===== config.mk =====
export PLATFORM = sky130hd
export DESIGN_NAME = multicart_mapper
export DESIGN_NICKNAME = d
export VERILOG_FILES = /design/src/rtl/mapper_pkg.sv /design/src/rtl/mapper_regs.sv /design/src/rtl/prg_xlate.sv /design/src/rtl/chr_xlate.sv /design/src/rtl/multicart_mapper.sv
export SDC_FILE = /design/constraint.sdc
export NUM_CORES = 1
export LEC_CHECK = 0
export BUFFER_PORTS_ARGS = -buffer_cell sky130_fd_sc_hd__buf_2
export CAP_MARGIN = 10
export CELL_PAD_IN_SITES_DETAIL_PLACEMENT = 0
export CELL_PAD_IN_SITES_GLOBAL_PLACEMENT = 1
export CORE_MARGIN = 10
export CORE_UTILIZATION = 41
export DETAILED_ROUTE_END_ITERATION = 10
export GPL_TIMING_DRIVEN = 0
export PLACE_DENSITY_LB_ADDON = 0.05
export SLEW_MARGIN = 20
export SYNTH_ARGS = -nofsm -noshare
export SYNTH_HDL_FRONTEND = slang
export SYNTH_SLANG_ARGS = --single-unit

===== constraint.sdc =====
create_clock -name clk -period 5.4 [get_ports clk]
set_input_delay 0.81 -clock clk [delete_from_list [all_inputs] [get_ports clk]]
set_output_delay 0.81 -clock clk [all_outputs]
set_load 0.02 [all_outputs]

===== src/rtl/mapper_pkg.sv =====
// Shared definitions for the multicart mapper.
// Assumes a byte-wide CPU data bus and the 0xE001 slot decode.
package mapper_pkg;

    // Register slot, formed as {addr[14:13], addr[0]} for addr[15] = 1
    typedef enum logic [2:0] {
        SLOT_SEL    = 3'd0,   // 0x8000
        SLOT_DATA   = 3'd1,   // 0x8001
        SLOT_MIRROR = 3'd2,   // 0xA000
        SLOT_A001   = 3'd3,
        SLOT_C000   = 3'd4,
        SLOT_C001   = 3'd5,
        SLOT_E000   = 3'd6,
        SLOT_E001   = 3'd7
    } slot_e;

    // Reset content of bank register idx: pattern 0,2,4,5,6,7 then program 0,1
    function automatic logic [7:0] bank_reset_val(input int idx);
        if (idx < 2)      return 8'(idx * 2);
        else if (idx < 6) return 8'(idx + 2);
        else              return 8'(idx - 6);
    endfunction

endpackage


===== src/rtl/mapper_regs.sv =====
// Register file of the mapper: control byte, eight bank registers, outer
// game-select value and mirroring bit. Decodes CPU writes. Assumes the
// write strobe is a one-cycle qualifier sampled on the rising edge.
module mapper_regs
    import mapper_pkg::*;
#(
    parameter int AW        = 16,
    parameter int DW        = 8,
    parameter int NUM_REGS  = 8,
    parameter int OUTER_W   = 2,
    parameter logic [AW-1:0] OUTER_ADDR = 16'h6000
) (
    input  logic                         clk,
    input  logic                         rst_n,
    input  logic                         wr,
    input  logic [AW-1:0]                waddr,
    input  logic [DW-1:0]                wdata,
    input  logic                         alt_outer,
    output logic [DW-1:0]                ctrl_o,
    output logic [NUM_REGS-1:0][DW-1:0]  bank_o,
    output logic [OUTER_W-1:0]           outer_o,
    output logic                         mirror_o
);
    localparam int SEL_W = $clog2(NUM_REGS);

    slot_e               slot;
    logic                hi_wr;
    logic                outer_wr;
    logic [DW-1:0]       ctrl_q;
    logic [OUTER_W-1:0]  outer_q;
    logic [OUTER_W-1:0]  outer_nxt;
    logic                mirror_q;
    logic [SEL_W-1:0]    sel;

    // Purpose: decode the write into a slot and detect the outer-register hit
    always_comb begin
        slot     = slot_e'({waddr[AW-2:AW-3], waddr[0]});
        hi_wr    = wr && waddr[AW-1];
        outer_wr = wr && (waddr == OUTER_ADDR);
        sel      = ctrl_q[SEL_W-1:0];
    end

    // Purpose: pick the outer value according to the strap decoding
    always_comb begin
        if (alt_outer) outer_nxt = wdata[OUTER_W:1];
        else           outer_nxt = {wdata[0], {(OUTER_W-1){1'b0}}};
    end

    // Purpose: control byte register
    always_ff @(posedge clk) begin
        if (!rst_n)                          ctrl_q <= '0;
        else if (hi_wr && slot == SLOT_SEL)  ctrl_q <= wdata;
    end

    // Purpose: mirroring bit register
    always_ff @(posedge clk) begin
        if (!rst_n)                             mirror_q <= 1'b0;
        else if (hi_wr && slot == SLOT_MIRROR)  mirror_q <= wdata[0];
    end

    // Purpose: outer game-select register
    always_ff @(posedge clk) begin
        if (!rst_n)        outer_q <= '0;
        else if (outer_wr) outer_q <= outer_nxt;
    end

    // Purpose: one bank register per index; pair registers keep bit 0 clear
    for (genvar g = 0; g < NUM_REGS; g++) begin : g_bank
        logic [DW-1:0] bank_q;
        always_ff @(posedge clk) begin
            if (!rst_n)
                bank_q <= bank_reset_val(g);
            else if (hi_wr && slot == SLOT_DATA && sel == SEL_W'(g)) begin
                if (g < 2) bank_q <= {wdata[DW-1:1], 1'b0};
                else       bank_q <= wdata;
            end
        end
        assign bank_o[g] = bank_q;
    end

    assign ctrl_o   = ctrl_q;
    assign outer_o  = outer_q;
    assign mirror_o = mirror_q;

    AST_CTRL_HOLD: assert property (@(posedge clk) disable iff (!rst_n)
        !(wr && waddr[AW-1] && waddr[AW-2:AW-3] == 2'b00 && !waddr[0]) |=> $stable(ctrl_o));
    AST_OUTER_EVEN: assert property (@(posedge clk) disable iff (!rst_n)
        (wr && waddr == OUTER_ADDR && !alt_outer) |=> !outer_o[0]);
    AST_MIRROR_LOAD: assert property (@(posedge clk) disable iff (!rst_n)
        (wr && waddr[AW-1] && waddr[AW-2:AW-3] == 2'b01 && !waddr[0]) |=> mirror_o == $past(wdata[0]));

endmodule


===== src/rtl/prg_xlate.sv =====
// Program address translation: picks the 8 KB bank for the CPU window
// given by address bits 14..13, adds the outer offset, and forms the ROM
// address. Assumes only 0x8000-0xFFFF fetches are routed here.
module prg_xlate #(
    parameter int AW        = 16,
    parameter int DW        = 8,
    parameter int OUTER_W   = 2,
    parameter int OFF_W     = 13,
    parameter int OUTER_SHIFT = 3,
    parameter int FIX_NORMAL  = 14,
    parameter int FIX_ALT     = 6,
    parameter int OUTER_KEEP  = 2
) (
    input  logic                  clk,
    input  logic                  rst_n,
    input  logic                  swap,
    input  logic                  alt_outer,
    input  logic [OUTER_W-1:0]    outer,
    input  logic [DW-1:0]         reg_a,
    input  logic [DW-1:0]         reg_b,
    input  logic [AW-1:0]         cpu_addr,
    output logic [DW+OFF_W:0]     rom_addr
);
    localparam int BANK_W = DW + 1;

    logic [1:0]        win;
    logic [DW-1:0]     fix_lo;
    logic [DW-1:0]     fix_hi;
    logic [DW-1:0]     sel_bank;
    logic [BANK_W-1:0] bank;

    // Purpose: choose the fixed bank pair for the current strap and outer value
    always_comb begin
        if (alt_outer && outer != OUTER_W'(OUTER_KEEP)) fix_lo = DW'(FIX_ALT);
        else                                            fix_lo = DW'(FIX_NORMAL);
        fix_hi = fix_lo + DW'(1);
    end

    // Purpose: select the window's bank, honouring the swap bit
    always_comb begin
        win = cpu_addr[OFF_W+1:OFF_W];
        unique case (win)
            2'd0:    sel_bank = swap ? fix_lo : reg_a;
            2'd1:    sel_bank = reg_b;
            2'd2:    sel_bank = swap ? reg_a : fix_lo;
            default: sel_bank = fix_hi;
        endcase
    end

    // Purpose: add the outer offset and append the window offset
    always_comb begin
        bank     = (BANK_W'(outer) << OUTER_SHIFT) + BANK_W'(sel_bank);
        rom_addr = {bank, cpu_addr[OFF_W-1:0]};
    end

    AST_LAST_WIN_FIXED: assert property (@(posedge clk) disable iff (!rst_n)
        (cpu_addr[OFF_W+1:OFF_W] == 2'd3) |-> rom_addr[OFF_W+2:OFF_W] == 3'b111);
    AST_SECOND_WIN: assert property (@(posedge clk) disable iff (!rst_n)
        (cpu_addr[OFF_W+1:OFF_W] == 2'd1) |-> rom_addr[OFF_W+2:OFF_W] == reg_b[2:0]);

endmodule


===== src/rtl/chr_xlate.sv =====
// Pattern address translation: picks the 1 KB bank for a PPU pattern
// address from two pair registers and four single registers, with the
// 4 KB half swap, then adds the outer pattern offset.
module chr_xlate #(
    parameter int DW        = 8,
    parameter int OUTER_W   = 2,
    parameter int OFF_W     = 10,
    parameter int OUTER_SHIFT = 7
) (
    input  logic                 clk,
    input  logic                 rst_n,
    input  logic                 swap,
    input  logic [OUTER_W-1:0]   outer,
    input  logic [5:0][DW-1:0]   regs,
    input  logic [OFF_W+2:0]     ppu_addr,
    output logic [DW+OFF_W:0]    rom_addr
);
    localparam int BANK_W = DW + 1;

    logic              pair_half;
    logic [DW-1:0]     sel_bank;
    logic [BANK_W-1:0] bank;

    // Purpose: select the pair or single register for the addressed slot
    always_comb begin
        pair_half = (ppu_addr[OFF_W+2] == swap);
        if (pair_half)
            sel_bank = (ppu_addr[OFF_W+1] ? regs[1] : regs[0]) + DW'(ppu_addr[OFF_W]);
        else
            sel_bank = regs[2 + 32'(ppu_addr[OFF_W+1:OFF_W])];
    end

    // Purpose: add the outer pattern offset and append the slot offset
    always_comb begin
        bank     = (BANK_W'(outer[OUTER_W-1]) << OUTER_SHIFT) + BANK_W'(sel_bank);
        rom_addr = {bank, ppu_addr[OFF_W-1:0]};
    end

    AST_PAIR_PARITY: assert property (@(posedge clk) disable iff (!rst_n)
        (ppu_addr[OFF_W+2] == swap) |-> rom_addr[OFF_W] == ppu_addr[OFF_W]);

endmodule


===== src/rtl/multicart_mapper.sv =====
// Top of the multicart mapper: register file plus program and pattern
// translators. Assumes CPU writes are presented with a single-cycle strobe.
module multicart_mapper #(
    parameter int AW       = 16,
    parameter int DW       = 8,
    parameter int NUM_REGS = 8,
    parameter int OUTER_W  = 2,
    parameter int PRG_OFF_W = 13,
    parameter int CHR_OFF_W = 10
) (
    input  logic                        clk,
    input  logic                        rst_n,
    input  logic                        cpu_wr,
    input  logic [AW-1:0]               cpu_waddr,
    input  logic [DW-1:0]               cpu_wdata,
    input  logic                        alt_outer,
    input  logic [AW-1:0]               cpu_addr,
    input  logic [CHR_OFF_W+2:0]        ppu_addr,
    output logic [DW+PRG_OFF_W:0]       prg_rom_addr,
    output logic [DW+CHR_OFF_W:0]       chr_rom_addr,
    output logic                        mirror_horiz
);
    localparam int PRG_SWAP_BIT = 6;
    localparam int CHR_SWAP_BIT = 7;

    logic [DW-1:0]               ctrl;
    logic [NUM_REGS-1:0][DW-1:0] banks;
    logic [OUTER_W-1:0]          outer;
    logic [5:0][DW-1:0]          chr_regs;

    mapper_regs #(
        .AW(AW), .DW(DW), .NUM_REGS(NUM_REGS), .OUTER_W(OUTER_W)
    ) u_regs (
        .clk(clk), .rst_n(rst_n), .wr(cpu_wr), .waddr(cpu_waddr),
        .wdata(cpu_wdata), .alt_outer(alt_outer), .ctrl_o(ctrl),
        .bank_o(banks), .outer_o(outer), .mirror_o(mirror_horiz)
    );

    prg_xlate #(
        .AW(AW), .DW(DW), .OUTER_W(OUTER_W), .OFF_W(PRG_OFF_W)
    ) u_prg (
        .clk(clk), .rst_n(rst_n), .swap(ctrl[PRG_SWAP_BIT]),
        .alt_outer(alt_outer), .outer(outer), .reg_a(banks[6]),
        .reg_b(banks[7]), .cpu_addr(cpu_addr), .rom_addr(prg_rom_addr)
    );

    // Purpose: hand the six pattern registers to the pattern translator
    always_comb begin
        for (int i = 0; i < 6; i++) chr_regs[i] = banks[i];
    end

    chr_xlate #(
        .DW(DW), .OUTER_W(OUTER_W), .OFF_W(CHR_OFF_W)
    ) u_chr (
        .clk(clk), .rst_n(rst_n), .swap(ctrl[CHR_SWAP_BIT]),
        .outer(outer), .regs(chr_regs), .ppu_addr(ppu_addr),
        .rom_addr(chr_rom_addr)
    );

endmodule


Word level (Yosys, flattened, before mapping)
Index checks and enable logic that the tools add are counted.
W data, S select, Z words.

storage, ports and cells
  register bits after elaboration = 73
  input port bits = 57
  output and inout port bits = 42
  logic and storage cells = 57

cells by class
  add/sub/neg operators = 5
  magnitude comparators = 1
  equality and inequality tests = 14
  mux-type cells = 9
  reductions and logical operators = 17

operators with widths
  kind                    count
  $mux W8                 5
  $lt A32 B4 Y1 const B   1
  $bmux W8 S3             1
  $pmux W8 S3             1
  $eq A16 B15 Y1 const B  1
  $logic_and A1 B1 Y1     14
  $eq A3 B3 Y1 const B    4
  $add A5 B8 Y9           1
  $add A8 B8 Y9           1
  $eq A3 B2 Y1 const B    3
  $add A8 B1 Y8           1
  $eq A3 B1 Y1 const B    2
  $logic_not A3 Y1        2
  $add A4 B1 Y5 const B   1
  $mux W4                 1
  $add A2 B2 Y3 const A   1
  $eq A2 B1 Y1 const B    1
  $eq A2 B2 Y1 const B    1
  $logic_not A2 Y1        1
  $mux W2                 1
  $ne A2 B2 Y1 const B    1
  $eq A1 B1 Y1            1

Depth between registers and ports, before layout
  depth after elaboration = 6
  depth in mapped cells = 8
  mapped depth without buffers = 8

Modules after synthesis
Synthesis repeated with hierarchy kept, for this count alone.

second synthesis, totals
  cells, all modules = 431
  area total of the unflattened synthesis = 4,033.9 um2

by module, submodules not included
  module       instances  cells each  area each (um2)  sequential area each (um2)
  mapper_regs  1          286         2,846.5          1,461.4
  chr_xlate    1          70          688.2            0.0
  prg_xlate    1          75          499.2            0.0

Least setup slack after synthesis
Ideal clock, no wire load.

  kind = input -> output
  start point = input port cpu_addr[14]
  end point = output port prg_rom_addr[20]
  arrival time = 2.414 ns
  data required time = 4.590 ns
  path slack = 2.176 ns
  stages = 8
  path buffers = 0
  cells stage by stage = inv_1 > or3_1 > a31oi_1 > nor2_1 > ha_1 > fa_1 > nand3_1 > xor2_1

on the way
  cells in the longest elaborated chain, start to end = 3
  elaborated cells on any way between the ends = 5
  those cells by class = add/sub (1); eq/ne (2); mux (1); reduce/logical (1)

ends and longest elaborated chain
  item                                        line                    text
  start: declaration                          multicart_mapper.sv:17  input logic [AW-1:0] cpu_addr,
  $eq A2 B2 Y1, or another cell as far along  prg_xlate.sv:42         unique case (win)
  $pmux W8 S3 (*)                             prg_xlate.sv:42
  $add A5 B8 Y9 (*)                           prg_xlate.sv:52         bank = (BANK_W'(outer) << OUTER_SHIFT) + BANK_W'(sel_bank);
  end: declaration                            multicart_mapper.sv:19  output logic [DW+PRG_OFF_W:0] prg_rom_addr,

Every way passes the cells marked *; elsewhere a longest branch is shown, timed or not.

Final worst setup path
Ends and elaborated chain as after synthesis.

==> impl_metrics.tcl <==
set metrics [dict create \
    outcome "complete, no violations" \
    io_pins 99 \
    placed_cell_area_mm2 0.00393 \
    max_freq_mhz 290 \
    cts_sinks 70 \
    cp.required_ns 4.59 \
    cp.buffers_inverters 3 \
    max_stage_delay_ns 0.42 \
    endpoint_kind "output port" \
    grt_use_total_pct 14.9 \
    hold_viol 0 \
    grt_pass1_vias 2985 \
    initial_utilization_pct 42.0 \
    rsz0062_at_grt "false" \
    viasPerCell 5.26 \
    leakage_uw 0.00175 \
    clkLatencyLatePin_ns 0.33 \
    finalCritPeriodShare_pct 63.8 \
    crit_chain "buf_2 -> inv_1 -> or3_1 -> a31oi_1 -> nor2_1 -> ha_1 -> fa_1 -> nand3_1 -> xor2_1 -> buf_2" \
    cts_root_buf "clkbuf_8" \
    cp_max_fo 6 \
    timing.final.max_slew_violations 0 \
    maxCapViolations 0 \
    r2r-start "u_regs.ctrl_o[1]" \
    finalClockSkew_ns 0.00494 \
    critical_path_class "in -> out" \
    rows 33 \
    grt_pass1_wl_um 15400 \
    synthTopCellsByCount "70 x dfxtp_1, 51 x o21ai_0, 47 x nand2_1" \
    die_w_um 112 \
    fin_tns_setup_ns 0 \
    nFillCells 827 \
    drtPass1Iterations 4 \
    drive_above_1_share_pct 30.8 \
    grt_max_degree 12 \
    synth_edf_count 0 \
    hp-start "u_regs.g_bank[5].bank_q[3]" \
    synth_most_common_cell "dfxtp_1" \
    antenna_found_initial 0 \
    cts_tree "yes" \
    ys_seq_area_share_pct 40.6 \
    fin_area_mm2 0.00416 \
    core_area_mm2 0.00822 \
    wl_per_cell_um 16.5 \
    post-dp-hpwl_um 7380 \
    crit_path_frequent_cell "buf_2" \
    critPathLaunchType "input pin" \
    dr_total_vias 3006 \
    crit_family "adder cells" \
    synthFlopType "dfxtp_1" \
    drc 0 \
    crit_start "cpu_addr[14]" \
    die_area_mm2 0.0125 \
    powerDensity_mw_per_mm2 269 \
    tightest_slew_ns 0.688 \
    path_clk_slew_ns 0.07 \
    hold_slack_ns 0.455 \
    final_cells 572 \
    hp-class "reg -> reg" \
    cts_buffer_depth 2 \
    async_flop_share_pct 0 \
    finalWeightedCongestion 0.815 \
    postCtsSetupBuffers 0 \
    ys_types 43 \
    numCtsBuffers 9 \
    relSlewSlack_pct 54.2 \
    portBuffers 70 \
    cts_resized 0 \
    cts_hold_buffers 0 \
    final_nets 523 \
    die_y_um 112 \
    netlist_area_mm2 0.00345 \
    yosys.area.top_type "dfxtp_1" \
    mappedNetlistNets 442 \
    yosysWarnings 0 \
    dp.cells 556 \
    synth_cells 381 \
    finalWirelength_um 9440 \
    yosys-top-cells-area "dfxtp_1 41%, mux2i_1 8.1%, o21ai_0 7.4%" \
    crit_arrival_ns 2.64 \
    h-tree-depth 3 \
    diodes 0 \
    synth_seq_cells 70 \
    synth_top_area_share_pct 40.6 \
    syn_avg_cell_area_um2 9.05 \
    drt-initial-drc-count 124 \
    ir_drop_v 0.000145 \
    slowest_stage "fa_1" \
    setup_viol_count_final 0 \
    area.growth.synth_to_final_pct 20.8 \
    drtAntennaViolNets 0 \
    post-route-min-period_ns 3.45 \
    overflow 0 \
]
[state kept, by name (all words and copies together), names as in the netlist]
| name | count |
|---|---|
| u_regs.g_bank.bank_q | 62 |
| u_regs.outer_o | 2 |
| u_regs.ctrl_o | 5 |
| u_regs.mirror_o | 1 |
[routing by layer]
metal	global-route usage, %	up-vias	routed length [um]
li1	-	1512	-
met1	18.8	1410	4280
met2	24.2	82	4510
met3	5.21	2	623
met4	2.91	0	33
met5	0	-	0
[through the flow]
step	setup slack [ns]	power, uW	utilization [%]
detailed placement	1.94	643	47.8
CTS	1.93	1130	50.7
global route	1.78	1170	50.7
global placement	1.92	642	47.8
floorplan	2.18	599	-
finish	1.95	1120	50.7
[cells by family after synthesis]
group / after synthesis / synth area share [%]
adders and majority gates: 4 / 1.67
xor gates and xnor gates: 4 / 1.02
DFF: 70 / 40.6
and+or+nand+nor: 136 / 20.9
buffers and inverters: 53 / 8.82
muxes: 37 / 13.4
AOI/OAI and AO/OA: 77 / 13.6
[power by group]
part	internal, uW	total, uW	switching [uW]	leakage [uW]
logic	41.9	111	69.1	0.00107
registers	517	518	0.999	0.000564
clock network	298	490	192	0.000120
total	857	1120	262	0.00175
[placed cells by master, fill, tap and decap left out, types with 12 or more instances in the layout]
cell type	Yosys	layout
buf_2	3	73
buf_4	23	23
clkbuf_1	15	16
clkbuf_8	0	12
dfxtp_1	70	70
mux2i_1	28	28
nand2_1	47	47
nand3_1	46	46
o21ai_0	51	51
o21ai_2	12	12
[cell type report]
class	instances	area, um2	area share (%)
Clock buffer	13	169	4.06
Buffer	48	285	6.85
Sequential cell	70	1400	33.7
Timing Repair Buffer	70	350	8.41
Tap cell	105	131	3.16
Inverter	5	18.8	0.451
Multi-Input combinational cell	258	1740	41.9
Clock inverter	3	65.1	1.56
[worst paths after layout]
check,cells past startpoint,slack [ns],endpoint
setup reg to reg,6,3.77,u_regs.g_bank[7].bank_q[7]
setup / recovery,10,1.95,prg_rom_addr[20]
hold / removal,2,0.46,u_regs.g_bank[5].bank_q[3]
hold reg to reg,2,0.46,u_regs.g_bank[5].bank_q[3]
[worst min-delay path, delay by kind of cell (launching register included)]
kind | cells | cell delay (ns)
compound gates | 1 | 0.04
flops | 1 | 0.32
simple gates | 1 | 0.06
Power figures use the tool's default switching activity.
